**src/rtl/dra_pkg.sv**
```systemverilog
// Shared types and command codes of the display RAM addresser.
package dra_pkg;

    typedef enum logic [1:0] {
        MODE_HORZ = 2'd0,
        MODE_VERT = 2'd1,
        MODE_PAGE = 2'd2
    } addr_mode_e;

    typedef enum logic [2:0] {
        PS_IDLE,
        PS_MODE,
        PS_COL_LO,
        PS_COL_HI,
        PS_PG_LO,
        PS_PG_HI,
        PS_SKIP
    } parse_st_e;

    localparam logic [7:0] OP_MODE   = 8'h20;
    localparam logic [7:0] OP_COLWIN = 8'h21;
    localparam logic [7:0] OP_PGWIN  = 8'h22;

    // Unrelated commands known to carry exactly one parameter byte.
    function automatic logic takes_one_param(input logic [7:0] b);
        case (b)
            8'h81, 8'h8D, 8'hA8, 8'hD3, 8'hD5,
            8'hD8, 8'hD9, 8'hDA, 8'hDB: takes_one_param = 1'b1;
            default:                    takes_one_param = 1'b0;
        endcase
    endfunction

endpackage

```
**src/rtl/dra_cmd_parser.sv**
```systemverilog
// Command parser: walks multi-byte addressing commands and emits one-cycle
// update requests. Assumes cmd_stb marks only command-flagged valid bytes;
// data bytes never advance the parameter count.
module dra_cmd_parser
    import dra_pkg::*;
#(
    parameter int COL_BITS  = 7,
    parameter int PAGE_BITS = 3
) (
    input  logic                 clk,
    input  logic                 rst_n,
    input  logic                 cmd_stb,
    input  logic [7:0]           cmd_byte,
    output logic                 set_mode,
    output addr_mode_e           mode_val,
    output logic                 set_cwin,
    output logic [COL_BITS-1:0]  cwin_lo,
    output logic [COL_BITS-1:0]  cwin_hi,
    output logic                 set_pwin,
    output logic [PAGE_BITS-1:0] pwin_lo,
    output logic [PAGE_BITS-1:0] pwin_hi,
    output logic                 set_page,
    output logic [PAGE_BITS-1:0] page_val,
    output logic                 set_col_lo,
    output logic                 set_col_hi,
    output logic [3:0]           nib_val
);

    parse_st_e  st, st_n;
    logic [7:0] held;

    // Parser state register.
    always_ff @(posedge clk) begin
        if (!rst_n) st <= PS_IDLE;
        else        st <= st_n;
    end

    // Keep the first parameter of a window command until the second arrives.
    always_ff @(posedge clk) begin
        if (!rst_n)
            held <= 8'h00;
        else if (cmd_stb && (st == PS_COL_LO || st == PS_PG_LO))
            held <= cmd_byte;
    end

    assign mode_val = addr_mode_e'(cmd_byte[1:0]);
    assign cwin_lo  = held[COL_BITS-1:0];
    assign cwin_hi  = cmd_byte[COL_BITS-1:0];
    assign pwin_lo  = held[PAGE_BITS-1:0];
    assign pwin_hi  = cmd_byte[PAGE_BITS-1:0];
    assign page_val = PAGE_BITS'(cmd_byte[2:0]);
    assign nib_val  = cmd_byte[3:0];

    // Decode the byte against the current parse state.
    always_comb begin
        st_n       = st;
        set_mode   = 1'b0;
        set_cwin   = 1'b0;
        set_pwin   = 1'b0;
        set_page   = 1'b0;
        set_col_lo = 1'b0;
        set_col_hi = 1'b0;
        if (cmd_stb) begin
            case (st)
                PS_IDLE: begin
                    if (cmd_byte == OP_MODE)              st_n = PS_MODE;
                    else if (cmd_byte == OP_COLWIN)       st_n = PS_COL_LO;
                    else if (cmd_byte == OP_PGWIN)        st_n = PS_PG_LO;
                    else if (cmd_byte[7:3] == 5'b10110)   set_page = 1'b1;
                    else if (cmd_byte[7:4] == 4'h0)       set_col_lo = 1'b1;
                    else if (cmd_byte[7:4] == 4'h1)       set_col_hi = 1'b1;
                    else if (takes_one_param(cmd_byte))   st_n = PS_SKIP;
                end
                PS_MODE: begin
                    set_mode = (cmd_byte[1:0] != 2'd3);
                    st_n     = PS_IDLE;
                end
                PS_COL_LO: st_n = PS_COL_HI;
                PS_COL_HI: begin
                    set_cwin = 1'b1;
                    st_n     = PS_IDLE;
                end
                PS_PG_LO:  st_n = PS_PG_HI;
                PS_PG_HI: begin
                    set_pwin = 1'b1;
                    st_n     = PS_IDLE;
                end
                default:   st_n = PS_IDLE;
            endcase
        end
    end

endmodule

```
**src/rtl/dra_pointer_unit.sv**
```systemverilog
// Pointer unit: holds mode, windows and the column/page pointers, and applies
// the auto-increment and wrap rules. Assumes the memory size is a power of two
// per axis, so every pointer value is a legal location.
module dra_pointer_unit
    import dra_pkg::*;
#(
    parameter int COL_BITS  = 7,
    parameter int PAGE_BITS = 3
) (
    input  logic                 clk,
    input  logic                 rst_n,
    input  logic                 adv,
    input  logic                 set_mode,
    input  addr_mode_e           mode_val,
    input  logic                 set_cwin,
    input  logic [COL_BITS-1:0]  cwin_lo,
    input  logic [COL_BITS-1:0]  cwin_hi,
    input  logic                 set_pwin,
    input  logic [PAGE_BITS-1:0] pwin_lo,
    input  logic [PAGE_BITS-1:0] pwin_hi,
    input  logic                 set_page,
    input  logic [PAGE_BITS-1:0] page_val,
    input  logic                 set_col_lo,
    input  logic                 set_col_hi,
    input  logic [3:0]           nib_val,
    output logic [COL_BITS-1:0]  col,
    output logic [PAGE_BITS-1:0] page
);

    localparam logic [COL_BITS-1:0]  COL_LAST  = '1;
    localparam logic [PAGE_BITS-1:0] PAGE_LAST = '1;

    addr_mode_e           mode, mode_n;
    logic [COL_BITS-1:0]  cs, ce, cs_n, ce_n, col_n;
    logic [PAGE_BITS-1:0] ps, pe, ps_n, pe_n, page_n;
    logic                 col_hit, page_hit;

    assign col_hit  = (col == ce) || (col == COL_LAST);
    assign page_hit = (page == pe) || (page == PAGE_LAST);

    // Next-state of pointers, windows and mode.
    always_comb begin
        mode_n = mode;
        cs_n   = cs;
        ce_n   = ce;
        ps_n   = ps;
        pe_n   = pe;
        col_n  = col;
        page_n = page;
        if (adv) begin
            case (mode)
                MODE_HORZ: begin
                    if (col_hit) begin
                        col_n  = cs;
                        page_n = page_hit ? ps : page + 1'b1;
                    end else begin
                        col_n = col + 1'b1;
                    end
                end
                MODE_VERT: begin
                    if (page_hit) begin
                        page_n = ps;
                        col_n  = col_hit ? cs : col + 1'b1;
                    end else begin
                        page_n = page + 1'b1;
                    end
                end
                default: col_n = col_hit ? cs : col + 1'b1;
            endcase
        end
        if (set_mode) mode_n = mode_val;
        if (set_cwin) begin
            cs_n  = cwin_lo;
            ce_n  = cwin_hi;
            col_n = cwin_lo;
        end
        if (set_pwin) begin
            ps_n   = pwin_lo;
            pe_n   = pwin_hi;
            page_n = pwin_lo;
        end
        if (mode == MODE_PAGE) begin
            if (set_page)   page_n = page_val;
            if (set_col_lo) col_n  = {col[COL_BITS-1:4], nib_val};
            if (set_col_hi) col_n  = COL_BITS'({nib_val, col[3:0]});
        end
    end

    // State registers with reset defaults.
    always_ff @(posedge clk) begin
        if (!rst_n) begin
            mode <= MODE_PAGE;
            cs   <= '0;
            ce   <= COL_LAST;
            ps   <= '0;
            pe   <= PAGE_LAST;
            col  <= '0;
            page <= '0;
        end else begin
            mode <= mode_n;
            cs   <= cs_n;
            ce   <= ce_n;
            ps   <= ps_n;
            pe   <= pe_n;
            col  <= col_n;
            page <= page_n;
        end
    end

endmodule

```
**src/rtl/dra_write_port.sv**
```systemverilog
// Write port: registers the frame RAM strobe, address and data for one cycle
// per data byte. Assumes the pointers given are those before the increment.
module dra_write_port #(
    parameter int COL_BITS  = 7,
    parameter int PAGE_BITS = 3
) (
    input  logic                           clk,
    input  logic                           rst_n,
    input  logic                           wr_req,
    input  logic [7:0]                     byte_in,
    input  logic [COL_BITS-1:0]            col,
    input  logic [PAGE_BITS-1:0]           page,
    output logic                           wr_en,
    output logic [COL_BITS+PAGE_BITS-1:0]  wr_addr,
    output logic [7:0]                     wr_data
);

    // Register one write per accepted data byte.
    always_ff @(posedge clk) begin
        if (!rst_n) begin
            wr_en   <= 1'b0;
            wr_addr <= '0;
            wr_data <= 8'h00;
        end else begin
            wr_en <= wr_req;
            if (wr_req) begin
                wr_addr <= {page, col};
                wr_data <= byte_in;
            end
        end
    end

endmodule

```
**src/rtl/disp_ram_addr.sv**
```systemverilog
// Top of the display RAM addresser: splits the byte stream into commands and
// data, and ties together the parser, the pointer unit and the write port.
// Assumes one byte per valid cycle and no back-pressure.
module disp_ram_addr
    import dra_pkg::*;
#(
    parameter int COL_BITS  = 7,
    parameter int PAGE_BITS = 3,
    localparam int ADDR_BITS = COL_BITS + PAGE_BITS
) (
    input  logic                 clk,
    input  logic                 rst_n,
    input  logic                 in_valid,
    input  logic                 in_is_cmd,
    input  logic [7:0]           in_byte,
    output logic                 wr_en,
    output logic [ADDR_BITS-1:0] wr_addr,
    output logic [7:0]           wr_data
);

    logic                 cmd_stb, data_stb;
    logic                 set_mode, set_cwin, set_pwin, set_page;
    logic                 set_col_lo, set_col_hi;
    addr_mode_e           mode_val;
    logic [COL_BITS-1:0]  cwin_lo, cwin_hi, col_ptr;
    logic [PAGE_BITS-1:0] pwin_lo, pwin_hi, page_val, page_ptr;
    logic [3:0]           nib_val;

    assign cmd_stb  = in_valid && in_is_cmd;
    assign data_stb = in_valid && !in_is_cmd;

    dra_cmd_parser #(.COL_BITS(COL_BITS), .PAGE_BITS(PAGE_BITS)) u_parse (
        .clk(clk), .rst_n(rst_n), .cmd_stb(cmd_stb), .cmd_byte(in_byte),
        .set_mode(set_mode), .mode_val(mode_val),
        .set_cwin(set_cwin), .cwin_lo(cwin_lo), .cwin_hi(cwin_hi),
        .set_pwin(set_pwin), .pwin_lo(pwin_lo), .pwin_hi(pwin_hi),
        .set_page(set_page), .page_val(page_val),
        .set_col_lo(set_col_lo), .set_col_hi(set_col_hi), .nib_val(nib_val)
    );

    dra_pointer_unit #(.COL_BITS(COL_BITS), .PAGE_BITS(PAGE_BITS)) u_ptr (
        .clk(clk), .rst_n(rst_n), .adv(data_stb),
        .set_mode(set_mode), .mode_val(mode_val),
        .set_cwin(set_cwin), .cwin_lo(cwin_lo), .cwin_hi(cwin_hi),
        .set_pwin(set_pwin), .pwin_lo(pwin_lo), .pwin_hi(pwin_hi),
        .set_page(set_page), .page_val(page_val),
        .set_col_lo(set_col_lo), .set_col_hi(set_col_hi), .nib_val(nib_val),
        .col(col_ptr), .page(page_ptr)
    );

    dra_write_port #(.COL_BITS(COL_BITS), .PAGE_BITS(PAGE_BITS)) u_wport (
        .clk(clk), .rst_n(rst_n), .wr_req(data_stb), .byte_in(in_byte),
        .col(col_ptr), .page(page_ptr),
        .wr_en(wr_en), .wr_addr(wr_addr), .wr_data(wr_data)
    );

endmodule

```
**config.mk**
```make
export PLATFORM = sky130hd
export DESIGN_NAME = disp_ram_addr
export DESIGN_NICKNAME = d
export VERILOG_FILES = /design/src/rtl/dra_pkg.sv /design/src/rtl/dra_cmd_parser.sv /design/src/rtl/dra_pointer_unit.sv /design/src/rtl/dra_write_port.sv /design/src/rtl/disp_ram_addr.sv
export SDC_FILE = /design/constraint.sdc
export NUM_CORES = 1
export LEC_CHECK = 0
export BUFFER_PORTS_ARGS = -buffer_cell sky130_fd_sc_hd__buf_2
export CORE_MARGIN = 1.5
export CORE_UTILIZATION = 45
export DETAILED_ROUTE_END_ITERATION = 16
export PLACE_DENSITY = 0.65
export SETUP_SLACK_MARGIN = 0.1
export SLEW_MARGIN = 20
export SYNTH_ARGS = -nofsm -noshare
export SYNTH_HDL_FRONTEND = slang
export SYNTH_SLANG_ARGS = --single-unit
```
**constraint.sdc**
```tcl
create_clock -name clk -period 2 [get_ports clk]
set_input_delay 0.1 -clock clk [delete_from_list [all_inputs] [get_ports clk]]
set_output_delay 0.1 -clock clk [all_outputs]
set_load 0.01 [all_outputs]
```
Word-level counts from Yosys, hierarchy flattened
Index checks and enable logic that the tools add are counted.

operators by class
  add/sub/neg operators = 2
  equality and inequality tests = 32
  muxes and demuxes = 59
  reduce and logical (&&, ||, !) cells = 12

operators by type and width
  cell                   count
  $eq A8 B8 Y1 const B   9
  $mux W7                8
  $mux W3                13
  $mux W1                36
  $eq A8 B6 Y1 const B   3
  $ne A5 B2 Y1 const B   3
  $eq A3 B3 Y1 const B   3
  $pmux W3 S3            1
  $reduce_or A9 Y1       1
  $add A7 B1 Y7 const B  1
  $eq A7 B7 Y1           1
  $eq A7 B7 Y1 const B   1
  $eq A3 B2 Y1 const B   2
  $pmux W3 S2            1
  $eq A5 B5 Y1 const B   1
  $ne A5 B1 Y1 const B   1
  $reduce_and A5 Y1      1
  $eq A4 B1 Y1 const B   1
  $logic_not A4 Y1       1
  $ne A2 B2 Y1 const B   2
  $add A3 B1 Y3 const B  1
  $eq A3 B1 Y1 const B   1
  $eq A3 B3 Y1           1
  $logic_and A1 B1 Y1    3
  other kinds (7)        9

word-level totals
  flip-flop bits (word level) = 61
  bits of input ports = 12

Longest topological paths before layout
  depth in word-level cells = 19
  gate-level depth with buffers = 7
  depth with buffers taken out = 7

Cells and area by module
From an unflattened synthesis, not the netlist that was laid out.

second synthesis, totals
  cell total of the unflattened synthesis = 373
  area, all modules = 3382.0 um^2

by module, submodules not included
  module            times used  cells each  area each (um^2)
  dra_pointer_unit  1           214         1824.2
  dra_cmd_parser    1           98          825.8
  dra_write_port    1           59          715.7
  disp_ram_addr     1           2           16.3

Worst setup path after synthesis
Ideal clock, no wire load.

  path kind = reg2reg
  start point = reg u_ptr.col[1]
  end point = reg u_ptr.col[3]
  library setup time = 0.137 ns
  data arrival time = 1.663 ns
  required time = 1.863 ns
  setup slack = 0.200 ns
  stages on the path, launching flop included = 8
  buffers on the path = 0
  cells stage by stage = dfxtp_1 > ha_1 > and4_1 > nand3_1 > o21ai_4 > mux2_1 > o22ai_1 > a31oi_1

on the way
  word-level cells in the longest chain between the ends = 10
  elaborated cells on any way between the ends = 12
  those cells by class = 1 x add/sub; 2 x eq/ne; 8 x mux; 1 x reduce/logical

RTL lines
  what                                                                   line                                                                    source
  from (decl)                                                            dra_pointer_unit.sv:26                                                  output logic [COL_BITS-1:0] col,
  from (signal assigned)                                                 dra_pointer_unit.sv:105                                                 col <= col_n;
  parallel branches: the longest is 2 deep, another holds $add A7 B1 Y7  -
  $mux W7 *                                                              dra_pointer_unit.sv:53, dra_pointer_unit.sv:63, dra_pointer_unit.sv:68
  $mux W7                                                                dra_pointer_unit.sv:61                                                  if (page_hit) begin
  $mux W7 *                                                              -
  $mux W7 *                                                              dra_pointer_unit.sv:50                                                  if (adv) begin
  $mux W7 *                                                              dra_pointer_unit.sv:72                                                  if (set_cwin) begin
  $mux W7                                                                dra_pointer_unit.sv:84                                                  if (set_col_lo) col_n = {col[COL_BITS-1:4], nib_val};
  $mux W7                                                                dra_pointer_unit.sv:85                                                  if (set_col_hi) col_n = COL_BITS'({nib_val, col[3:0]});
  $mux W7 *                                                              dra_pointer_unit.sv:82                                                  if (mode == MODE_PAGE) begin

Mark *: on every way between the ends. The select of a mux whose other input is x is not followed.
A chain may end at the register's enable or synchronous reset.

Worst setup path in the final report
  start point = reg u_ptr.col[0]
  end point = reg u_ptr.col[3]

Same word-level chain as after synthesis.

==> flow_summary_export.csv <==
group,metric,value,unit
finish,regArea,0.00122,sq mm
sta,fin_hold_ws,0.0435,ns
worst_setup_path,r2r_start,"u_ptr.col[0]",
sta,slew_violations,0,
logic_synthesis,synth_cells,393,
finish,nets,438,
hold_path,whs_path_depth,3,
finish,fillCellCount,658,
worst_setup_path,crit_path_end_kind,"register",
sta,relSlewSlack,68.0,%
global_route,grt_antenna_before_repair,0,
sta,grt_setup_unrepaired,"no",
run,maxCapViolCount,0,
pwr,leakagePower,1.44,nW
worst_setup_path,crit_path_top_delay_cell,"mux2_1",
sta,worstMarginPinSlew,0.479,ns
global_route,grt_pass1_wl,13000,um
detailed_routing,dr.pass1.iters,5,
worst_setup_path,arrival,2.05,ns
sta,final.period_utilization,91.9,%
hold_path,min_to,"u_wport.wr_data[0]",
logic_synthesis,synth.distinct_cells,66,
worst_setup_path,reg2reg_slack,0.16,ns
worst_setup_path,critPathLaunchType,"register",
outcome,status,"finished, final reports clean",
pwr,powerDensity,683,mW/mm^2
clocking,clk_latency,0.34,ns
worst_setup_path,crit_fanout,8,
clocking,cts_buffers,9,
floorplan,placeableCoreArea,0.00687,sq mm
logic_synthesis,syn-num-nets,408,
detailed_routing,drt-total-wl,7990,um
clocking,htree_levels,3,
global_route,grtUsageTotal,22.1,%
detailed_routing,drt_iter0_markers,248,
detailed_routing,viasPerCell,5.58,
finish,multiInputGateArea,0.00187,sq mm
floorplan,die_height,87.9,um
logic_synthesis,synth-edff-count,0,
clocking,cts.path.max_buffers,2,
sta,period_minus_slack,1.84,ns
logic_synthesis,yosysWarnings,0,
worst_setup_path,worstSetupPathType,"register to register",
floorplan,io_pins,31,
worst_setup_path,worstSetupStartpoint,"u_ptr.col[0]",
sta,finalSetupViolations,0,
sta,max_freq,544,MHz
logic_synthesis,synth-seq-area-share,37.7,%
finish,drive_gt1_share,20.1,%
placement,place_congestion,0.872,
logic_synthesis,synth_ff_type,"dfxtp_1",
finish,utilization,54.5,%
detailed_routing,wl_per_cell,15.3,um
worst_setup_path,reg2regPathDepth,7,
finish,final_cell_mix,"81 x nand2_1, 58 x dfxtp_1, 30 x buf_2",
placement,port_buffers,30,
clocking,cts_hold_buffers,0,
sta,hold_viol_final,0,
clocking,clkSinkCount,61,
detailed_routing,vias,2916,
global_route,grt_pass1_vias,2610,
worst_setup_path,cp_data_required_time,2.21,ns
finish,antennaDiodeCount,0,
finish,areaGrowthSynthToFinish,15.5,%
clocking,clk_pin_slew_worst_paths,0.06,ns
logic_synthesis,synth.avg_cell_area,8.25,sq um
worst_setup_path,timing.rr.end,"u_ptr.col[3]",
finish,layout_commonest_cell,"nand2_1",
clocking,tritoncts,"built",
placement,dp.final_hpwl,5650,um
worst_setup_path,crit_chain,"buf_4 -> xnor2_1 -> nand3_2 -> o21ai_4 -> mux2_1 -> o22ai_1 -> a31oi_1",
logic_synthesis,syn_area,0.00324,sq mm
logic_synthesis,synth_async_sr_flop_share,0,%
sta,setup_tns,0,ns
sta,fin_skew,0.00687,ns
global_route,grt_max_degree,26,
logic_synthesis,ys_ff_latch,61,
floorplan,die-area,0.00773,sq mm
hold_path,holdCritPathClass,"input pin to register",
floorplan,die_w,87.9,um
global_route,gr-total-overflow,0,
hold_path,worstHoldStart,"in_byte[0]",
pwr,irDropWorstVdd,298,uV
clocking,clk_root_buffer_cell,"clkbuf_8",
detailed_routing,drc,0,
worst_setup_path,cpPeakStageDelay,0.35,ns
detailed_routing,drtAntennaViolNets,0,
floorplan,rows,30,
floorplan,initial_core_util,47.2,%
report_power, final:
group / internal (mW) / switching [mW] / total, mW
registers: 1.23 / 0.0142 / 1.25
logic: 0.0844 / 0.132 / 0.216
clock network: 0.639 / 0.455 / 1.09
stage by stage:
stage	setup slack (ns)	cells	instance area [sq um]	total power [mW]
after global routing	0.103	523	3750	2.66
final	0.163	523	3750	2.56
after CTS	0.113	521	3700	2.57
after detailed placement	0.0533	506	3490	1.48
after global placement	0.130	506	3490	1.48
after floorplan	0.200	393	3240	1.42
layer usage:
| metal | up-vias | GRT usage (%) | part of all wire, % |
|---|---|---|---|
| met5 | - | 0 | 0 |
| met2 | 91 | 33.3 | 45 |
| li1 | 1431 | - | - |
| met3 | 18 | 3.86 | 4.3 |
| met1 | 1376 | 30.5 | 49 |
| met4 | 0 | 10.8 | 2.1 |
worst max-delay path: cells and delay by family (launching register included):
kind                      cells  cell delay (ns)
AOI/OAI and AO/OA             3             0.54
xor gates and xnor gates      1             0.19
buffers and inverters         1             0.16
DFF                           1             0.32
muxes                         1             0.35
and+or+nand+nor               1             0.15
repair_timing:
item | in CTS | in global routing
cloned | 0 | 0
buffers inserted | 0 | 2
setup endpoints to repair | 3 | 6
gates resized for setup | 2 | 8
pin swaps | 0 | 1
synth_stat cells (all sizes together) (3+ instances only):
library cell	n	area (sq um)
nand3	11	55.1
nand4	8	56.3
nand2	81	304
nor3	9	77.6
mux2i	12	120
o211ai	7	52.6
nor3b	3	22.5
clkbuf	16	60.1
nor2	16	60.1
a31oi	11	83.8
ha	3	37.5
o21ai	23	130
a21oi	12	63.8
a21boi	29	218
dfxtp	61	1220
mux2	4	45.0
xnor2	11	119
buf	14	85.1
nor2b	13	83.8
inv	10	37.5
worst max-delay path by stage:
stage                    to  slack (ns)
6_report       u_ptr.col[3]        0.16
5_1_grt        u_ptr.col[4]        0.10
4_1_cts        u_ptr.col[3]        0.11
3_5_place_dp   u_ptr.col[3]        0.05
3_3_place_gp   u_ptr.col[4]        0.13
2_1_floorplan  u_ptr.col[3]        0.20
sequential cells by signal (all words and copies together) (netlist names):
name,cells
u_ptr.page,3
u_ptr.pe,3
u_wport.wr_addr,10
u_ptr.cs,7
u_wport.wr_en,1
u_ptr.mode,2
u_ptr.col,7
u_ptr.ce,7
u_wport.wr_data,8
u_parse.st,3
u_ptr.ps,3
u_parse.held,7
cell type report:
type	count	share of cell area, %
inverter	11	1.10
timing repair buffer	50	8.02
multi-input combinational	290	49.8
sequential	61	32.7
clock buffer	14	4.34
tap	96	3.21
clock inverter	1	0.802
logic make-up after synthesis:
| family | Yosys count | share of synthesized area [%] |
|---|---|---|
| and+or+nand+nor | 156 | 23.6 |
| AOI/OAI and AO/OA | 103 | 22.5 |
| DFF | 61 | 37.7 |
| buffers and inverters | 42 | 6.02 |
| muxes | 16 | 5.09 |
| xor gates and xnor gates | 12 | 3.94 |
| adders and majority gates | 3 | 1.16 |
No activity file was read; power rests on OpenSTA's default activity.
